===== src/rtl/mpcu_pkg.sv =====
package mpcu_pkg;

   localparam int LREG_W = 4;

   typedef enum logic [2:0] {
      OP_NOP  = 3'd0,
      OP_LDA  = 3'd1,
      OP_LDB  = 3'd2,
      OP_LDAB = 3'd3,
      OP_UNL  = 3'd4,
      OP_MUL  = 3'd5,
      OP_ADD  = 3'd6,
      OP_SUB  = 3'd7
   } op_e;

   typedef struct packed {
      op_e               op;
      logic [LREG_W-1:0] x;
      logic [LREG_W-1:0] y;
      logic [LREG_W-1:0] z;
   } ins_t;

   function automatic logic takes_three(input op_e op);
      return (op == OP_MUL) || (op == OP_ADD) || (op == OP_SUB);
   endfunction

endpackage


===== src/rtl/mpcu_fetch.sv =====
module mpcu_fetch
   import mpcu_pkg::*;
(
   input  logic        clk,
   input  logic        rst_n,
   input  logic        prog_valid,
   input  logic [7:0]  prog_byte,
   output logic        prog_ready,
   input  logic        take,
   output logic        ins_valid,
   output ins_t        ins
);

   logic [1:0] phase_q;
   logic       valid_q;
   ins_t       ins_q;
   op_e        op_in;

   assign prog_ready = !valid_q;
   assign ins_valid  = valid_q;
   assign ins        = ins_q;
   assign op_in      = op_e'(prog_byte[7:5]);

   always_ff @(posedge clk or negedge rst_n) begin
      if (!rst_n) begin
         phase_q <= 2'd0;
         valid_q <= 1'b0;
         ins_q   <= '0;
      end else begin
         if (take) valid_q <= 1'b0;
         if (prog_valid && !valid_q) begin
            case (phase_q)
               2'd0: begin
                  ins_q.op <= op_in;
                  if (op_in != OP_NOP) phase_q <= 2'd1;
               end
               2'd1: begin
                  ins_q.x <= prog_byte[7:4];
                  ins_q.y <= prog_byte[3:0];
                  if (takes_three(ins_q.op)) begin
                     phase_q <= 2'd2;
                  end else begin
                     phase_q <= 2'd0;
                     valid_q <= 1'b1;
                  end
               end
               default: begin
                  ins_q.z <= prog_byte[7:4];
                  phase_q <= 2'd0;
                  valid_q <= 1'b1;
               end
            endcase
         end
      end
   end

endmodule


===== src/rtl/mpcu_regmap.sv =====
module mpcu_regmap
   import mpcu_pkg::*;
#(
   parameter int N_LOG = 16,
   parameter int PW    = 5,
   parameter int LW    = 10,
   parameter int NWR   = 4
) (
   input  logic                          clk,
   input  logic                          rst_n,
   input  logic                          swap_en,
   input  logic [LREG_W-1:0]             swap_l,
   input  logic [NWR-1:0]                wr_en,
   input  logic [NWR-1:0][LREG_W-1:0]    wr_l,
   input  logic [NWR-1:0]                wr_sgn,
   input  logic [NWR-1:0][LW-1:0]        wr_sz,
   output logic [N_LOG-1:0][PW-1:0]      map_o,
   output logic [PW-1:0]                 shadow_o,
   output logic [N_LOG-1:0]              sgn_o,
   output logic [N_LOG-1:0][LW-1:0]      sz_o
);

   logic [PW-1:0] shadow_q;
   assign shadow_o = shadow_q;

   always_ff @(posedge clk or negedge rst_n) begin
      if (!rst_n)       shadow_q <= PW'(N_LOG);
      else if (swap_en) shadow_q <= map_o[swap_l];
   end

   for (genvar g = 0; g < N_LOG; g++) begin : g_lreg
      logic [PW-1:0] m_q;
      logic          s_q;
      logic [LW-1:0] z_q;

      always_ff @(posedge clk or negedge rst_n) begin
         if (!rst_n) begin
            m_q <= PW'(g);
            s_q <= 1'b0;
            z_q <= '0;
         end else begin
            if (swap_en && swap_l == LREG_W'(g)) m_q <= shadow_q;
            for (int k = 0; k < NWR; k++) begin
               if (wr_en[k] && wr_l[k] == LREG_W'(g)) begin
                  s_q <= wr_sgn[k];
                  z_q <= wr_sz[k];
               end
            end
         end
      end

      assign map_o[g] = m_q;
      assign sgn_o[g] = s_q;
      assign sz_o[g]  = z_q;
   end

endmodule


===== src/rtl/mpcu_busy.sv =====
module mpcu_busy #(
   parameter int N_PHYS = 17
) (
   input  logic              clk,
   input  logic              rst_n,
   input  logic [N_PHYS-1:0] set_m,
   input  logic [N_PHYS-1:0] clr_m,
   output logic [N_PHYS-1:0] busy_o
);

   for (genvar i = 0; i < N_PHYS; i++) begin : g_bit
      logic b_q;
      always_ff @(posedge clk or negedge rst_n) begin
         if (!rst_n)        b_q <= 1'b0;
         else if (set_m[i]) b_q <= 1'b1;
         else if (clr_m[i]) b_q <= 1'b0;
      end
      assign busy_o[i] = b_q;
   end

endmodule


===== src/rtl/mpcu_ctrl.sv =====
module mpcu_ctrl
   import mpcu_pkg::*;
#(
   parameter int N_LOG     = 16,
   parameter int MAX_LIMBS = 512,
   localparam int N_PHYS   = N_LOG + 1,
   localparam int PW       = $clog2(N_PHYS),
   localparam int LW       = $clog2(MAX_LIMBS + 1),
   localparam int SW       = LW + 1
) (
   input  logic          clk,
   input  logic          rst_n,
   input  logic          prog_valid,
   input  logic [7:0]    prog_byte,
   output logic          prog_ready,
   output logic          lda_start,
   output logic [PW-1:0] lda_phys,
   input  logic          lda_done,
   input  logic          lda_sign,
   input  logic [LW-1:0] lda_size,
   output logic          ldb_start,
   output logic [PW-1:0] ldb_phys,
   input  logic          ldb_done,
   input  logic          ldb_sign,
   input  logic [LW-1:0] ldb_size,
   output logic          unl_start,
   output logic [PW-1:0] unl_phys,
   output logic          unl_sign,
   output logic [LW-1:0] unl_size,
   input  logic          unl_done,
   output logic [LW-1:0] opa_size,
   output logic [LW-1:0] opb_size,
   output logic          mul_start,
   output logic [PW-1:0] mul_pa,
   output logic [PW-1:0] mul_pb,
   output logic [PW-1:0] mul_pd,
   input  logic          mul_done,
   input  logic          mul_top_zero,
   output logic          as_start,
   output logic          as_sub_eff,
   output logic [PW-1:0] as_pa,
   output logic [PW-1:0] as_pb,
   output logic [PW-1:0] as_pd,
   output logic [PW-1:0] as_ps,
   input  logic          as_done,
   input  logic          as_pick_shadow,
   input  logic [SW-1:0] as_res_size,
   output logic          overflow
);

   if (N_LOG != (1 << LREG_W)) begin : g_bad_nlog
      $error("mpcu_ctrl: N_LOG must match the 4-bit register fields");
   end
   if (MAX_LIMBS < 1) begin : g_bad_max
      $error("mpcu_ctrl: MAX_LIMBS must be positive");
   end

   function automatic logic [N_PHYS-1:0] oh(input logic [PW-1:0] p);
      return N_PHYS'(1) << p;
   endfunction

   // instruction assembly
   logic ins_valid, issue;
   ins_t ins;

   mpcu_fetch u_fetch (
      .clk(clk), .rst_n(rst_n), .prog_valid(prog_valid), .prog_byte(prog_byte),
      .prog_ready(prog_ready), .take(issue), .ins_valid(ins_valid), .ins(ins)
   );

   // mapping and metadata
   logic [N_LOG-1:0][PW-1:0] map_q;
   logic [PW-1:0]            shadow_q;
   logic [N_LOG-1:0]         sgn_q;
   logic [N_LOG-1:0][LW-1:0] sz_q;
   logic                     swap_en;
   logic [3:0]               wr_en, wr_sgn;
   logic [3:0][LREG_W-1:0]   wr_l;
   logic [3:0][LW-1:0]       wr_sz;

   mpcu_regmap #(.N_LOG(N_LOG), .PW(PW), .LW(LW), .NWR(4)) u_map (
      .clk(clk), .rst_n(rst_n), .swap_en(swap_en), .swap_l(wr_l[3]),
      .wr_en(wr_en), .wr_l(wr_l), .wr_sgn(wr_sgn), .wr_sz(wr_sz),
      .map_o(map_q), .shadow_o(shadow_q), .sgn_o(sgn_q), .sz_o(sz_q)
   );

   // scoreboard
   logic [N_PHYS-1:0] busy, need, set_m, clr_m;
   logic [N_PHYS-1:0] lda_pm, ldb_pm, unl_pm, mul_pm, as_pm;

   mpcu_busy #(.N_PHYS(N_PHYS)) u_busy (
      .clk(clk), .rst_n(rst_n), .set_m(set_m), .clr_m(clr_m), .busy_o(busy)
   );

   // issue decision
   logic          lda_bz, ldb_bz, unl_bz, mul_bz, as_bz, unit_ok;
   logic [PW-1:0] px, py, pz;
   logic          sx, sy_eff;

   assign px     = map_q[ins.x];
   assign py     = map_q[ins.y];
   assign pz     = map_q[ins.z];
   assign sx     = sgn_q[ins.x];
   assign sy_eff = sgn_q[ins.y] ^ (ins.op == OP_SUB);

   always_comb begin
      need    = '0;
      unit_ok = 1'b1;
      case (ins.op)
         OP_LDA:  begin need = oh(px);         unit_ok = !lda_bz;            end
         OP_LDB:  begin need = oh(px);         unit_ok = !ldb_bz;            end
         OP_LDAB: begin need = oh(px) | oh(py); unit_ok = !lda_bz && !ldb_bz; end
         OP_UNL:  begin need = oh(px);         unit_ok = !unl_bz;            end
         OP_MUL:  begin need = oh(px) | oh(py) | oh(pz); unit_ok = !mul_bz;  end
         OP_ADD, OP_SUB: begin
            need    = oh(px) | oh(py) | oh(pz) | oh(shadow_q);
            unit_ok = !as_bz;
         end
         default: ;
      endcase
   end

   assign issue = ins_valid && unit_ok && ((need & busy) == '0);
   assign set_m = issue ? need : '0;
   assign clr_m = (lda_done ? lda_pm : '0) | (ldb_done ? ldb_pm : '0) |
                  (unl_done ? unl_pm : '0) | (mul_done ? mul_pm : '0) |
                  (as_done  ? as_pm  : '0);

   // in-flight context
   logic [LREG_W-1:0] lda_l, ldb_l, mul_l, as_l;
   logic              mul_sgn, as_sa, as_sbe;
   logic [SW-1:0]     mul_sum;

   always_ff @(posedge clk or negedge rst_n) begin
      if (!rst_n) begin
         lda_start <= 1'b0; ldb_start <= 1'b0; unl_start <= 1'b0;
         mul_start <= 1'b0; as_start  <= 1'b0;
         lda_phys  <= '0; ldb_phys <= '0; unl_phys <= '0;
         unl_sign  <= 1'b0; unl_size <= '0;
         opa_size  <= '0; opb_size <= '0;
         mul_pa    <= '0; mul_pb <= '0; mul_pd <= '0;
         as_pa     <= '0; as_pb <= '0; as_pd <= '0; as_ps <= '0;
         as_sub_eff <= 1'b0;
         lda_bz <= 1'b0; ldb_bz <= 1'b0; unl_bz <= 1'b0; mul_bz <= 1'b0; as_bz <= 1'b0;
         lda_pm <= '0; ldb_pm <= '0; unl_pm <= '0; mul_pm <= '0; as_pm <= '0;
         lda_l  <= '0; ldb_l <= '0; mul_l <= '0; as_l <= '0;
         mul_sgn <= 1'b0; mul_sum <= '0; as_sa <= 1'b0; as_sbe <= 1'b0;
      end else begin
         lda_start <= 1'b0; ldb_start <= 1'b0; unl_start <= 1'b0;
         mul_start <= 1'b0; as_start  <= 1'b0;
         if (lda_done) lda_bz <= 1'b0;
         if (ldb_done) ldb_bz <= 1'b0;
         if (unl_done) unl_bz <= 1'b0;
         if (mul_done) mul_bz <= 1'b0;
         if (as_done)  as_bz  <= 1'b0;
         if (issue) begin
            case (ins.op)
               OP_LDA, OP_LDAB: begin
                  lda_start <= 1'b1; lda_phys <= px; lda_l <= ins.x;
                  lda_pm <= oh(px); lda_bz <= 1'b1;
                  if (ins.op == OP_LDAB) begin
                     ldb_start <= 1'b1; ldb_phys <= py; ldb_l <= ins.y;
                     ldb_pm <= oh(py); ldb_bz <= 1'b1;
                  end
               end
               OP_LDB: begin
                  ldb_start <= 1'b1; ldb_phys <= px; ldb_l <= ins.x;
                  ldb_pm <= oh(px); ldb_bz <= 1'b1;
               end
               OP_UNL: begin
                  unl_start <= 1'b1; unl_phys <= px;
                  unl_sign <= sx; unl_size <= sz_q[ins.x];
                  unl_pm <= need; unl_bz <= 1'b1;
               end
               OP_MUL: begin
                  mul_start <= 1'b1; mul_pa <= px; mul_pb <= py; mul_pd <= pz;
                  opa_size <= sz_q[ins.x]; opb_size <= sz_q[ins.y];
                  mul_l <= ins.z; mul_sgn <= sx ^ sgn_q[ins.y];
                  mul_sum <= SW'(sz_q[ins.x]) + SW'(sz_q[ins.y]);
                  mul_pm <= need; mul_bz <= 1'b1;
               end
               OP_ADD, OP_SUB: begin
                  as_start <= 1'b1; as_pa <= px; as_pb <= py; as_pd <= pz;
                  as_ps <= shadow_q; as_sub_eff <= sx ^ sy_eff;
                  opa_size <= sz_q[ins.x]; opb_size <= sz_q[ins.y];
                  as_l <= ins.z; as_sa <= sx; as_sbe <= sy_eff;
                  as_pm <= need; as_bz <= 1'b1;
               end
               default: ;
            endcase
         end
      end
   end

   // completion: result metadata
   logic [SW-1:0] mul_full;
   logic [LW-1:0] mul_fin, as_fin;
   logic          mul_ovf, as_ovf, as_sgn_raw;

   assign mul_full   = mul_sum - SW'(mul_top_zero);
   assign mul_ovf    = mul_full > SW'(MAX_LIMBS);
   assign mul_fin    = mul_ovf ? LW'(MAX_LIMBS) : mul_full[LW-1:0];
   assign as_ovf     = as_res_size > SW'(MAX_LIMBS);
   assign as_fin     = as_ovf ? LW'(MAX_LIMBS) : as_res_size[LW-1:0];
   assign as_sgn_raw = (as_sub_eff && as_pick_shadow) ? as_sbe : as_sa;
   assign swap_en    = as_done && as_sub_eff && as_pick_shadow;

   always_comb begin
      wr_en  = {as_done, mul_done, ldb_done, lda_done};
      wr_l   = {as_l, mul_l, ldb_l, lda_l};
      wr_sz  = {as_fin, mul_fin, ldb_size, lda_size};
      wr_sgn = {as_sgn_raw && (as_fin != '0), mul_sgn && (mul_fin != '0),
                ldb_sign, lda_sign};
   end

   always_ff @(posedge clk or negedge rst_n) begin
      if (!rst_n) overflow <= 1'b0;
      else if ((mul_done && mul_ovf) || (as_done && as_ovf)) overflow <= 1'b1;
   end

endmodule


===== config.mk =====
export PLATFORM = sky130hd
export DESIGN_NAME = mpcu_ctrl
export DESIGN_NICKNAME = d
export VERILOG_FILES = /design/src/rtl/mpcu_pkg.sv /design/src/rtl/mpcu_fetch.sv /design/src/rtl/mpcu_regmap.sv /design/src/rtl/mpcu_busy.sv /design/src/rtl/mpcu_ctrl.sv
export SDC_FILE = /design/constraint.sdc
export NUM_CORES = 2
export LEC_CHECK = 0
export BUFFER_PORTS_ARGS = -buffer_cell sky130_fd_sc_hd__clkbuf_2
export CAP_MARGIN = 20
export CORE_MARGIN = 1
export CORE_UTILIZATION = 25
export CTS_CLUSTER_DIAMETER = 120
export DETAILED_ROUTE_END_ITERATION = 6
export PLACE_DENSITY = 0.49
export REMOVE_ABC_BUFFERS = 1
export SLEW_MARGIN = 5
export SYNTH_ARGS = -nofsm -noshare
export SYNTH_HDL_FRONTEND = slang
export SYNTH_SLANG_ARGS = --single-unit

===== constraint.sdc =====
create_clock -name clk -period 13.3 [get_ports clk]
set_input_delay 0.665 -clock clk [delete_from_list [all_inputs] [get_ports clk]]
set_output_delay 0.665 -clock clk [all_outputs]
set_load 0.005 [all_outputs]

== Word level (Yosys, flattened, before mapping) ==
Index checks and enable logic that the tools add are counted.
Widths: inputs -> output; s select.

* Flip-flop bits (word level): 504
* Input bits: 51

* Add/sub/neg operators: 2
* $lt $le $gt $ge: 6
* Eq/ne operators: 70
* Shifts and indexed selects: 4
* Mux-type cells: 229
* Bitwise gates (word level): 12
* Reduce and logical (&&, ||, !) cells: 158

{| class="wikitable"
|+ Operators with widths
! cell !! count
|-
| $mux 10 || 68
|-
| $mux 1 || 129
|-
| $eq 4x4->1 const B || 32
|-
| $mux 17 || 7
|-
| $or 17x17->17 || 7
|-
| $logic_and 1x1->1 || 91
|-
| $bmux 10 s4 || 2
|-
| $bmux 5 s4 || 4
|-
| $pmux 17 s4 || 1
|-
| $shl 1x5->17 const A || 4
|-
| $eq 4x3->1 const B || 16
|-
| $reduce_bool 4->1 || 16
|-
| $reduce_bool 2->1 || 18
|-
| $pmux 17 s2 || 1
|-
| $eq 4x2->1 const B || 8
|-
| $mux 5 || 5
|-
| $gt 11x10->1 const B || 2
|-
| $lt 4x5->1 const B || 4
|-
| $reduce_bool 10->1 || 2
|-
| $reduce_and 2->1 || 9
|-
| $and 17x17->17 || 1
|-
| $logic_not 17->1 || 1
|-
| $eq 4x1->1 const B || 4
|-
| $logic_not 4->1 || 4
|-
| 25 further kinds || 45
|}

== Depth between registers and ports, before layout ==
* Depth in word-level cells: 14
* Depth in mapped cells: 20

== By module ==
From an unflattened synthesis, not the netlist that was laid out.

* Cell total of the unflattened synthesis: 3,492
* Area, all modules: 35,004.8 sq um

{| class="wikitable"
|+ Modules (own cells, without submodules)
! module !! instances !! cells each !! area each (sq um)
|-
| mpcu_regmap || 1 || 2,132 || 18,182.4
|-
| mpcu_ctrl || 1 || 1,246 || 15,349.7
|-
| mpcu_busy || 1 || 68 || 744.5
|-
| mpcu_fetch || 1 || 46 || 728.2
|}

== Worst setup path after synthesis ==
No wires, ideal clock.

* Kind: register -> register
* Start point: reg u_fetch.ins_q, in the netlist u_fetch.ins[8]
* End point: reg mul_sum[8]
* Data arrival time: 4.606 ns
* Data required time: 13.172 ns
* Path slack: 8.567 ns
* Cell stages (with the launch flop): 20
* Path buffers: 5
* Clock period less this slack: 4.733 ns
* Cells stage by stage: dfrtp_1 > buf_2 > buf_6 > buf_6 > buf_1 > buf_1 > mux4_2 > mux4_2 > ha_1 > inv_1 > fa_1 > nor2b_1 > o21ai_0 > a21boi_0 > o21ai_0 > a21boi_0 > o21ai_0 > nand2b_1 > xor2_1 > mux2_1

* Longest elaborated chain between the ends: 11
* Elaborated cells on any way between the ends: 14
* Those cells by class: 1 x add/sub; 1 x shift; 5 x mux; 4 x bitwise; 3 x reduce/logical

{| class="wikitable"
|+ RTL lines
! element !! line !! RTL
|-
| start, declared || mpcu_fetch.sv:16 || <nowiki>ins_t ins_q;</nowiki>
|-
| $bmux 5 s4 || mpcu_ctrl.sv:100 || <nowiki>assign px = map_q[ins.x];</nowiki>
|-
| $mux 5 (not written as such) || mpcu_ctrl.sv:100 ||
|-
| $shl 1x5->17 || mpcu_ctrl.sv:59 || <nowiki>return N_PHYS'(1) << p;</nowiki>
|-
| $or 17x17->17 || mpcu_ctrl.sv:112, mpcu_ctrl.sv:114, mpcu_ctrl.sv:116 ||
|-
| $or 17x17->17 || mpcu_ctrl.sv:114, mpcu_ctrl.sv:116 ||
|-
| $or 17x17->17 || mpcu_ctrl.sv:116 || <nowiki>need = oh(px) | oh(py) | oh(pz) | oh(shadow_q);</nowiki>
|-
| $pmux 17 s4 || mpcu_ctrl.sv:109 || <nowiki>case (ins.op)</nowiki>
|-
| $and 17x17->17 || mpcu_ctrl.sv:123 || <nowiki>assign issue = ins_valid && unit_ok && ((need & busy) == '0);</nowiki>
|-
| $logic_not 17->1 || mpcu_ctrl.sv:123 ||
|-
| $logic_and 1x1->1 || mpcu_ctrl.sv:123 ||
|-
| $reduce_and 2->1 (no source line) || -- ||
|-
| end signal, assigned || mpcu_ctrl.sv:179 || <nowiki>mul_sum <= SW'(sz_q[ins.x]) + SW'(sz_q[ins.y]);</nowiki>
|-
| end, declared || mpcu_ctrl.sv:132 || <nowiki>logic [SW-1:0] mul_sum;</nowiki>
|}

Several ways; a longest one is shown, not always the timed one. The select of a mux whose other input is x is not followed.
A chain may end at the register's enable or synchronous reset.

== Final worst setup path ==
* Start point: reg u_fetch.ins_q, in the netlist u_fetch.ins[8]
* End point: reg mul_sum[2]

Same word-level chain as after synthesis.

==> impl_results.md <==
* Final Hold Vio Count at 0
* Ports at 140
* Setup violations, final at 0
* Max-slew violation count at 0
* DR WL met3 at 6.31 mm
* Post-synthesis register bit count at 504
* Slew @ Worst Pin at 1.05 ns
* Post-Layout Inst Area at 36800 um^2
* CP Launch Type: flip-flop
* Hold buffers post-CTS at 0
* Via count at 25500
* Layout fillers at 13400
* Reg clk slew, reported paths at 0.06 ns
* Final #Nets at 3137
* P&R area growth vs syn at 13.4%
* Predominant post-synthesis flop cell: dfrtp_1
* Largest net degree at the start of global routing at 158
* Most frequent cells in the layout: dfrtp_1, nand2_1, nor2_1
* CTS tree: yes
* Clock skew at 0.0449 ns
* DRT Pass-1 Iters at 6
* Most common cell after layout, fill and taps aside: dfrtp_1
* Hold crit path type: in2async
* Critical Path AT at 6.58 ns
* First-pass GRT wire length at 174 mm
* Synth unique cells at 80
* Placed cells at 4741
* M1 WL at 54.0 mm
* GRT overflow at 0
* Share of layout cells above drive strength 1 at 0.260
* Max H-tree Level at 2
* Reg2Reg Capture Point: mul_sum[2]
* Syn avg cell area at 10.4 um^2
* Critical Path Source: u_fetch.ins[8]
* CTS resizes at 0
* Synth Instances at 3117
* Slew HR at 0.298
* Critical path fanouts, max at 40
* Rows at 131
* Post-place instance area at 34700 um^2
* Final GP Congestion at 0.951
* TNS Setup at 0 ns
* Ys async rst share at 1.00
* Worst reg2reg setup slack at 7.24 ns
* Vias/cell at 5.26
* Post-synth EDFFs at 0
* Seq/Total Area, Yosys at 0.389
* Highest clock rate at 0.165 GHz
* R2R Path Start: u_fetch.ins[8]
* CP endpoint kind: flip-flop
* Drt total wl at 115 mm
* # Max-Cap Violations at 0
* CP endpoint: mul_sum[2]
* Status: finished, final reports clean
* Post-CTS setup buffers at 0
* Initial DRC Count at 2493
* RSZ-0062 raised after global routing: false
* GRT Overall Usage at 0.173
* DIE AREA at 131000 um^2
* Mapped cell area at 32500 um^2
* Die width at 363 um
* DRC at 0
* Metal2 WL at 52.7 mm
* CORE AREA at 128000 um^2
* Fin crit period at 6.06 ns
* Port bufs at 139
* Top Layer Used: met4
* CTS max path bufs at 3
* Power Dens Cells at 200 nW/um^2
* Initial antenna violation count at 0
* DPL Wire Length at 83.5 mm
* Number of global-route vias before repair at 24800
* Period utilization at 0.456
* Fin cells at 4848
* # clock sinks at 504
* Initial Util at 0.253
* Synth warnings at 0
* Antenna viol nets, final at 0
* Leak Pwr at 15.9 nW
* Max IR drop VDD at 0.116 mV
* Die extent in y at 363 um
* Critical path required time at 13.81 ns
* CTS Buf Count at 54
* DR WL/cell at 23.8 um
* R2R depth at 11
* Setup Crit Path Kind: reg2reg
* Clock Root Buffer: clkbuf_16
* Clk_lat worst skew at 0.67 ns
cell usage after synthesis (10+ instances only):
master,n,area [um^2]
a211oi_1,180,1350
a21oi_1,201,1010
a221oi_1,17,149
a22o_1,18,158
a22oi_1,20,150
a32o_1,17,170
a32oi_1,10,87.6
and2_1,31,194
buf_1,24,90.1
buf_2,22,110
buf_4,10,75.1
buf_6,14,158
clkbuf_1,246,923
dfrtp_1,471,11800
dfstp_2,33,867
ha_1,12,150
inv_1,34,128
mux2_1,84,946
mux2_2,165,1860
mux2_4,43,646
mux2i_1,182,1820
mux4_2,195,4390
nand2_1,308,1160
nand2b_1,17,106
nand3_1,49,245
nand3b_1,12,90.1
nor2_1,294,1100
nor2b_1,23,144
nor3_1,31,155
nor4_1,13,81.3
o21ai_0,196,981
or3_1,10,62.6
xnor2_1,10,87.6
critical path: stages (launching register included):
cell and delay [ns]:
dfrtp_4 0.91, mux4_2 0.59, a22oi_1 0.22, nand3_1 0.63
nor2b_1 0.72, a41oi_1 0.21, o21ai_0 0.61, a22oi_1 0.20
and4_1 0.41, nand4_4 0.32, buf_4 0.67, mux2_1 0.39
metrics by stage:
step | hold WS [ns] | power, mW | worst slack [ns] | util
3_5_place_dp | 0.481 | 5.65 | 7.25 | 0.271
3_3_place_gp | 0.474 | 5.60 | 6.75 | 0.271
5_1_grt | 0.125 | 7.79 | 6.90 | 0.287
4_1_cts | 0.0953 | 7.39 | 7.23 | 0.287
2_1_floorplan | 0.369 | 4.39 | 6.27 | -
6_report | 0.0570 | 7.37 | 7.24 | 0.287
logic make-up after synthesis:
logic type	after synthesis	synth area share
mux	669	0.297
buf+inv	350	0.0457
flops	504	0.389
simple gates	843	0.117
compound gates	721	0.140
fa+ha+maj	13	0.00524
xor+xnor	17	0.00458
registers in the layout (all words and copies together) (netlist names), 10 cells and up:
register          flops
mul_pm               17
as_pm                17
u_map.g_lreg.z_q    160
opb_size             10
u_map.g_lreg.m_q     80
unl_size             10
ldb_pm               17
lda_pm               17
u_busy.g_bit.b_q     17
opa_size             10
u_map.g_lreg.s_q     16
u_fetch.ins          15
unl_pm               17
mul_sum              11
routing by layer:
| metal | GRT usage | vias up |
|---|---|---|
| met5 | 0 | - |
| met4 | 0.0377 | 0 |
| met3 | 0.0200 | 145 |
| met2 | 0.274 | 872 |
| met1 | 0.253 | 13000 |
| li1 | - | 11500 |
report_power, final:
group | total (mW) | internal [mW] | switching (mW) | leakage (nW)
sequential | 2.33 | 1.90 | 0.431 | 6.57
clock | 1.71 | 1.01 | 0.702 | 0.983
combinational | 3.32 | 1.39 | 1.94 | 8.31
worst min path at each step:
stage | startpoint | to | slack [ns] | depth (start not counted)
2_1_floorplan | rst_n | as_bz | 0.37 | 0
3_3_place_gp | as_pm[15] | as_pm[15] | 0.47 | 1
3_5_place_dp | unl_pm[16] | unl_pm[16] | 0.48 | 1
4_1_cts | rst_n | mul_pm[8] | 0.1 | 1
5_1_grt | rst_n | u_map.g_lreg[2].z_q[8] | 0.13 | 1
6_report | rst_n | u_map.g_lreg[2].z_q[8] | 0.06 | 1
area by class of cell:
class / count / area (um^2) / area share
clock inverters: 31 / 472 / 0.0128
well taps: 1729 / 2160 / 0.0587
diodes: 1 / 2.50 / 0.0000679
flip-flops and latches: 504 / 12700 / 0.344
repair buffers: 216 / 1370 / 0.0371
clock buffers: 70 / 1530 / 0.0416
multi-input cells: 2263 / 18500 / 0.502
inverters: 34 / 128 / 0.00347
No activity file was read; power rests on OpenSTA's default activity.
